==> config.mk <==
export PLATFORM = sky130hd
export DESIGN_NAME = afu_desc_port
export DESIGN_NICKNAME = d
export VERILOG_FILES = /design/src/rtl/afu_desc_pkg.sv /design/src/rtl/afu_desc_rom.sv /design/src/rtl/afu_desc_ctrl.sv /design/src/rtl/afu_desc_dp.sv /design/src/rtl/afu_desc_port.sv
export SDC_FILE = /design/constraint.sdc
export NUM_CORES = 1
export LEC_CHECK = 0
export BUFFER_PORTS_ARGS = -buffer_cell sky130_fd_sc_hd__buf_2
export CORE_MARGIN = 10
export CORE_UTILIZATION = 35
export CTS_CLUSTER_DIAMETER = 200
export CTS_CLUSTER_SIZE = 40
export DETAILED_ROUTE_END_ITERATION = 10
export GPL_TIMING_DRIVEN = 0
export PLACE_DENSITY = 0.61
export SLEW_MARGIN = 20
export SYNTH_ARGS = -nofsm -noshare
export SYNTH_HDL_FRONTEND = slang
export SYNTH_SLANG_ARGS = --single-unit
export TNS_END_PERCENT = 30
==> constraint.sdc <==
create_clock -name clk -period 2.5 [get_ports clk]
set_input_delay 0.25 -clock clk [delete_from_list [all_inputs] [get_ports clk]]
set_output_delay 0.25 -clock clk [all_outputs]
set_load 0.05 [all_outputs]
==> src/rtl/afu_desc_pkg.sv <==
package afu_desc_pkg;
  localparam int DATA_W   = 32;
  localparam int IDX_W    = 6;
  localparam int OFF_W    = 31;
  localparam int ADDR_IDX = 0;
  localparam int ADDR_OFF = 1;
  localparam int ADDR_DAT = 2;
  localparam logic [15:0] TEMPLATE_LEN = 16'h0058;

  typedef struct packed {
    logic idxWr;
    logic offWr;
    logic fetchDone;
  } strobes_t;
endpackage

==> src/rtl/afu_desc_rom.sv <==
module afu_desc_rom
  import afu_desc_pkg::*;
#(
  parameter logic [63:0] PRESENT_MASK = 64'h0000_0000_0000_0015,
  parameter logic [7:0]  HDR_MAJOR    = 8'h01,
  parameter logic [7:0]  HDR_MINOR    = 8'h00,
  parameter logic [7:0]  AFU_MAJOR    = 8'h02,
  parameter logic [7:0]  AFU_MINOR    = 8'h03,
  parameter logic [31:0] GLOBAL_SIZE  = 32'h0200_0000,
  parameter logic [31:0] PP_STRIDE    = 32'h0001_0000,
  parameter logic [7:0]  MEM_LOG2     = 8'd24
) (
  input  logic [IDX_W-1:0]  idx,
  input  logic [OFF_W-1:0]  byteOff,
  output logic [DATA_W-1:0] word
);
  localparam int WORD_SEL_W = 5;

  logic present;
  logic inRange;
  logic [WORD_SEL_W-1:0] wordSel;
  logic [7:0] digitHi;
  logic [7:0] digitLo;

  assign present = PRESENT_MASK[idx];
  assign inRange = (byteOff < OFF_W'(TEMPLATE_LEN));
  assign wordSel = byteOff[WORD_SEL_W+1:2];
  assign digitHi = 8'h30 + {5'b0, idx[5:3]};
  assign digitLo = 8'h30 + {5'b0, idx[2:0]};

  always_comb begin
    word = '0;
    if (present && inRange) begin
      case (wordSel)
        5'h00: word = {TEMPLATE_LEN, HDR_MAJOR, HDR_MINOR};
        5'h01: word = 32'h2D63_6361;
        5'h02: word = {16'h0000, digitLo, digitHi};
        5'h07: word = {AFU_MAJOR, AFU_MINOR, 2'b01, 2'b10, 4'h0, 2'b00, idx};
        5'h08: word = {10'h000, idx, 13'h0000, 3'd2};
        5'h09: word = 32'h0000_0001;
        5'h0A: word = GLOBAL_SIZE;
        5'h0C: word = {10'h000, idx, 13'h0000, 3'd4};
        5'h0D: word = 32'h0000_0000;
        5'h0E: word = PP_STRIDE;
        5'h0F: word = {24'h000000, MEM_LOG2};
        default: word = '0;
      endcase
    end
  end
endmodule

==> src/rtl/afu_desc_ctrl.sv <==
module afu_desc_ctrl
  import afu_desc_pkg::*;
#(
  parameter int ADDR_W  = 2,
  parameter int LATENCY = 4
) (
  input  logic              clk,
  input  logic              rstN,
  input  logic [ADDR_W-1:0] regAddr,
  input  logic              regWe,
  input  logic              flagBit,
  output strobes_t          strb
);
  localparam int CNT_W = (LATENCY < 2) ? 1 : $clog2(LATENCY);
  localparam logic [CNT_W-1:0] CNT_LOAD = CNT_W'(LATENCY - 1);

  logic pending;
  logic [CNT_W-1:0] cnt;

  assign strb.idxWr     = regWe && (regAddr == ADDR_W'(ADDR_IDX));
  assign strb.offWr     = regWe && (regAddr == ADDR_W'(ADDR_OFF)) && !flagBit;
  assign strb.fetchDone = pending && (cnt == '0) && !strb.offWr && !strb.idxWr;

  always_ff @(posedge clk or negedge rstN) begin
    if (!rstN) begin
      pending <= 1'b0;
      cnt     <= '0;
    end else if (strb.offWr) begin
      pending <= 1'b1;
      cnt     <= CNT_LOAD;
    end else if (strb.idxWr || strb.fetchDone) begin
      pending <= 1'b0;
      cnt     <= '0;
    end else if (pending) begin
      cnt <= cnt - 1'b1;
    end
  end
endmodule

==> src/rtl/afu_desc_dp.sv <==
module afu_desc_dp
  import afu_desc_pkg::*;
#(
  parameter int          ADDR_W       = 2,
  parameter logic [63:0] PRESENT_MASK = 64'h0000_0000_0000_0015,
  parameter logic [7:0]  HDR_MAJOR    = 8'h01,
  parameter logic [7:0]  HDR_MINOR    = 8'h00,
  parameter logic [7:0]  AFU_MAJOR    = 8'h02,
  parameter logic [7:0]  AFU_MINOR    = 8'h03,
  parameter logic [31:0] GLOBAL_SIZE  = 32'h0200_0000,
  parameter logic [31:0] PP_STRIDE    = 32'h0001_0000,
  parameter logic [7:0]  MEM_LOG2     = 8'd24
) (
  input  logic              clk,
  input  logic              rstN,
  input  strobes_t          strb,
  input  logic [ADDR_W-1:0] regAddr,
  input  logic [DATA_W-1:0] regWdata,
  output logic [DATA_W-1:0] regRdata,
  output logic [IDX_W-1:0]  idxQ,
  output logic [OFF_W-1:0]  offsetQ,
  output logic [DATA_W-1:0] dataQ,
  output logic              validQ
);
  logic [DATA_W-1:0] romWord;

  afu_desc_rom #(
    .PRESENT_MASK(PRESENT_MASK), .HDR_MAJOR(HDR_MAJOR), .HDR_MINOR(HDR_MINOR),
    .AFU_MAJOR(AFU_MAJOR), .AFU_MINOR(AFU_MINOR), .GLOBAL_SIZE(GLOBAL_SIZE),
    .PP_STRIDE(PP_STRIDE), .MEM_LOG2(MEM_LOG2)
  ) u_rom (
    .idx(idxQ),
    .byteOff(offsetQ),
    .word(romWord)
  );

  always_ff @(posedge clk or negedge rstN) begin
    if (!rstN) begin
      idxQ    <= '0;
      offsetQ <= '0;
      dataQ   <= '0;
      validQ  <= 1'b0;
    end else begin
      if (strb.idxWr) begin
        idxQ   <= regWdata[IDX_W-1:0];
        validQ <= 1'b0;
      end
      if (strb.offWr) begin
        offsetQ <= regWdata[OFF_W-1:0];
        validQ  <= 1'b0;
      end
      if (strb.fetchDone) begin
        dataQ  <= romWord;
        validQ <= 1'b1;
      end
    end
  end

  always_comb begin
    case (regAddr)
      ADDR_W'(ADDR_IDX): regRdata = {{(DATA_W-IDX_W){1'b0}}, idxQ};
      ADDR_W'(ADDR_OFF): regRdata = {validQ, offsetQ};
      ADDR_W'(ADDR_DAT): regRdata = dataQ;
      default:           regRdata = '0;
    endcase
  end
endmodule

==> src/rtl/afu_desc_port.sv <==
module afu_desc_port
  import afu_desc_pkg::*;
#(
  parameter int          ADDR_W       = 2,
  parameter int          LATENCY      = 4,
  parameter logic [63:0] PRESENT_MASK = 64'h0000_0000_0000_0015,
  parameter logic [7:0]  HDR_MAJOR    = 8'h01,
  parameter logic [7:0]  HDR_MINOR    = 8'h00,
  parameter logic [7:0]  AFU_MAJOR    = 8'h02,
  parameter logic [7:0]  AFU_MINOR    = 8'h03,
  parameter logic [31:0] GLOBAL_SIZE  = 32'h0200_0000,
  parameter logic [31:0] PP_STRIDE    = 32'h0001_0000,
  parameter logic [7:0]  MEM_LOG2     = 8'd24
) (
  input  logic              clk,
  input  logic              rstN,
  input  logic [ADDR_W-1:0] regAddr,
  input  logic              regWe,
  input  logic [31:0]       regWdata,
  output logic [31:0]       regRdata
);
  strobes_t          strb;
  logic [IDX_W-1:0]  idxQ;
  logic [OFF_W-1:0]  offsetQ;
  logic [DATA_W-1:0] dataQ;
  logic              validQ;

  afu_desc_ctrl #(.ADDR_W(ADDR_W), .LATENCY(LATENCY)) u_ctrl (
    .clk(clk), .rstN(rstN), .regAddr(regAddr), .regWe(regWe),
    .flagBit(regWdata[31]), .strb(strb)
  );

  afu_desc_dp #(
    .ADDR_W(ADDR_W), .PRESENT_MASK(PRESENT_MASK), .HDR_MAJOR(HDR_MAJOR),
    .HDR_MINOR(HDR_MINOR), .AFU_MAJOR(AFU_MAJOR), .AFU_MINOR(AFU_MINOR),
    .GLOBAL_SIZE(GLOBAL_SIZE), .PP_STRIDE(PP_STRIDE), .MEM_LOG2(MEM_LOG2)
  ) u_dp (
    .clk(clk), .rstN(rstN), .strb(strb), .regAddr(regAddr),
    .regWdata(regWdata), .regRdata(regRdata), .idxQ(idxQ),
    .offsetQ(offsetQ), .dataQ(dataQ), .validQ(validQ)
  );
endmodule

==> out/results.ini <==
[timing]
maxSlewHeadroom_pct=45.5
min_period_ns=2.10
timing.hold.ws_ns=0.109
setup_viol=0
finClkSkew_ns=0.00607
setup_tns_ns=0
max_freq_ghz=0.475
rsz0062_at_grt=false
maxSlewViolCount=0
fin_crit_sh_pct=84.1
worst_pin_slew_ns=0.810
setup_slack_ns=0.397
hold_violations=0

[clock_network]
clk_pin_slew_worst_paths_ns=0.07
htreeDepth=3
postCtsSetupBuffers=0
cts_root_buf=clkbuf_8
clk_path_buf_depth=2
cts_tree=done
clkSinkCount=62
cts_inserted_buffers=9
clock_latency_ns=0.34

[setup_path]
crit_top_cell=buf_2
cp-end-kind=output port
slowest_stage=clkbuf_1
criticalPathCategory=reg2out
cp_data_required_time_ns=2.25
arrival_ns=1.85
start_kind=register
slowest_delay_ns=0.42
crit_chain=buf_2, clkbuf_1, mux2i_1, o21ai_0, buf_2
cp_max_fo=10

[logic_synthesis]
yosys_most_used_dff=dfrtp_1
ys_seq_area_share_pct=46.8
synth.distinct_cells=46
synth_cells=305
synth_edf_count=0
synth.avg_cell_area_um2=10.9
syn_nets=343
async_flop_share_pct=100
ys_seq_elements=62
yosysWarnings=0
netlist_area_mm2=0.00331

[route]
via_count=2607
final_antenna_net_count=0
drt_iter0_drc=117
wl_per_cell_um=18.5
first_pass_iters=4
drc=0
viasPerCell=5.02
drt-total-wl_um=9610

[finish]
drive_above_1_share_pct=36.4
final_cell_mix=72 x buf_2, 62 x dfrtp_1, 56 x nand2_1
diodes=0
area_delta_synth_final_pct=21.5
final_nets=423
nFillCells=938
final_common_cell=buf_2

[power]
leakagePower_nw=1.93
power_mw=3.02
irDropWorstVdd_uv=426
power_density_mw_per_mm2=749

[placement]
gp_congestion=0.891
place_ws_ns=0.556
dp_hpwl_um=7240
numPortBuffers=67

[die]
die_h_um=117
coreArea_mm2=0.00924
num_rows=35
die_area_mm2=0.0138
initial_core_util_pct=35.9
die_w_um=117
ioPinCount=69

[outcome]
status=complete, no violations

[grt]
grt_max_degree=52
overflow=0
grt_use_total_pct=14.0
grt_pass1_wl_um=15700
antenna_found_initial=0
grt_pass1_vias=2846

[hold_path]
hold_class=in2reg

[run]
maxCapViolCount=0

Yosys cell counts (3+ instances only):
library cell	count	area share (%)
o41ai_2	4	2.0
a22o_1	14	3.7
inv_1	5	0.57
mux2_2	11	3.7
nor2b_1	4	0.75
o21ai_0	27	4.1
nand2b_1	7	1.3
a21oi_1	11	1.7
nand2_1	56	6.3
buf_2	6	0.91
mux2_4	24	11
and2_1	7	1.3
nor4_1	7	1.3
nor2_1	3	0.34
buf_6	6	2.0
clkbuf_1	10	1.1
dfrtp_1	62	47
mux2i_1	6	1.8
power by group:
part | internal [mW] | switching, mW | total [mW]
Sequential | 1.16 | 0.153 | 1.31
Combinational | 0.376 | 0.538 | 0.913
Clock | 0.381 | 0.412 | 0.793
Total | 1.91 | 1.10 | 3.02
worst max-delay path: cells and delay by family (launching register included):
kind            cells  cell delay [ns]
buf+inv             3             0.90
flops               1             0.31
compound gates      1             0.16
mux                 1             0.14
worst paths after layout:
kind,from,endpoint,slack [ns],depth (start not counted)
setup / recovery,u_dp.offsetQ[4]$_DFFE_PN0P_,regRdata[4],0.40,5
hold / removal,regWdata[6],u_dp.offsetQ[6]$_DFFE_PN0P_,0.11,3
setup reg to reg,u_dp.idxQ[4]$_DFFE_PN0P_,u_dp.dataQ[16]$_DFFE_PN0P_,0.58,5
hold reg to reg,u_dp.validQ$_DFFE_PN0P_,u_dp.validQ$_DFFE_PN0P_,0.48,2
max in group asynchronous,rstN,u_dp.dataQ[21]$_DFFE_PN0P_,1.70,3
min in group asynchronous,rstN,u_dp.offsetQ[19]$_DFFE_PN0P_,0.29,2
cell type report:
cell class	count	area (um^2)	area share [%]
buffer	23	139	3.45
clock buffer	10	138	3.42
clock inverter	6	37.5	0.932
inverter	5	18.8	0.466
multi-input combinational	215	1610	39.9
sequential	62	1550	38.5
tap	129	161	4.01
timing repair buffer	69	375	9.32
per-stage QoR:
| stage | area [um^2] | utilization, % | cells |
|---|---|---|---|
| floorplan | 3310 | - | 305 |
| global placement | 3810 | 41.2 | 501 |
| detailed placement | 3840 | 41.6 | 502 |
| CTS | 4030 | 43.6 | 519 |
| global route | 4030 | 43.6 | 519 |
| finish | 4030 | 43.6 | 519 |
per-layer routing:
layer  vias up  wire (um)  GRT usage, %
li1       1255          -             -
met1      1302       4500          17.7
met2        44       4730          23.3
met3         6        306          3.69
met4         0         68          2.82
met5         -          0             0
flip-flops by register name, indices dropped and copies added (netlist names):
name,count
u_ctrl.cnt,2
u_ctrl.pending,1
u_dp.dataQ,21
u_dp.idxQ,6
u_dp.offsetQ,31
u_dp.validQ,1
what timing repair did:
action	CTS	global route
hold endpoints to repair	11	0
hold buffers	1	0
resized for setup	0	0
cells by family (layout without fill, tap and decap cells):
logic type,count (synthesis),count (layout),synth area share [%]
AO/OA/AOI/OAI,74,74,16.2
buffers and inverters,28,113,4.76
AND/OR/NAND/NOR,99,99,15.4
flip-flops,62,62,46.8
adder cells (fa/ha/maj),1,1,0.377
multiplexers,41,41,16.4
Note: power is estimated with default switching activity, not from simulation.
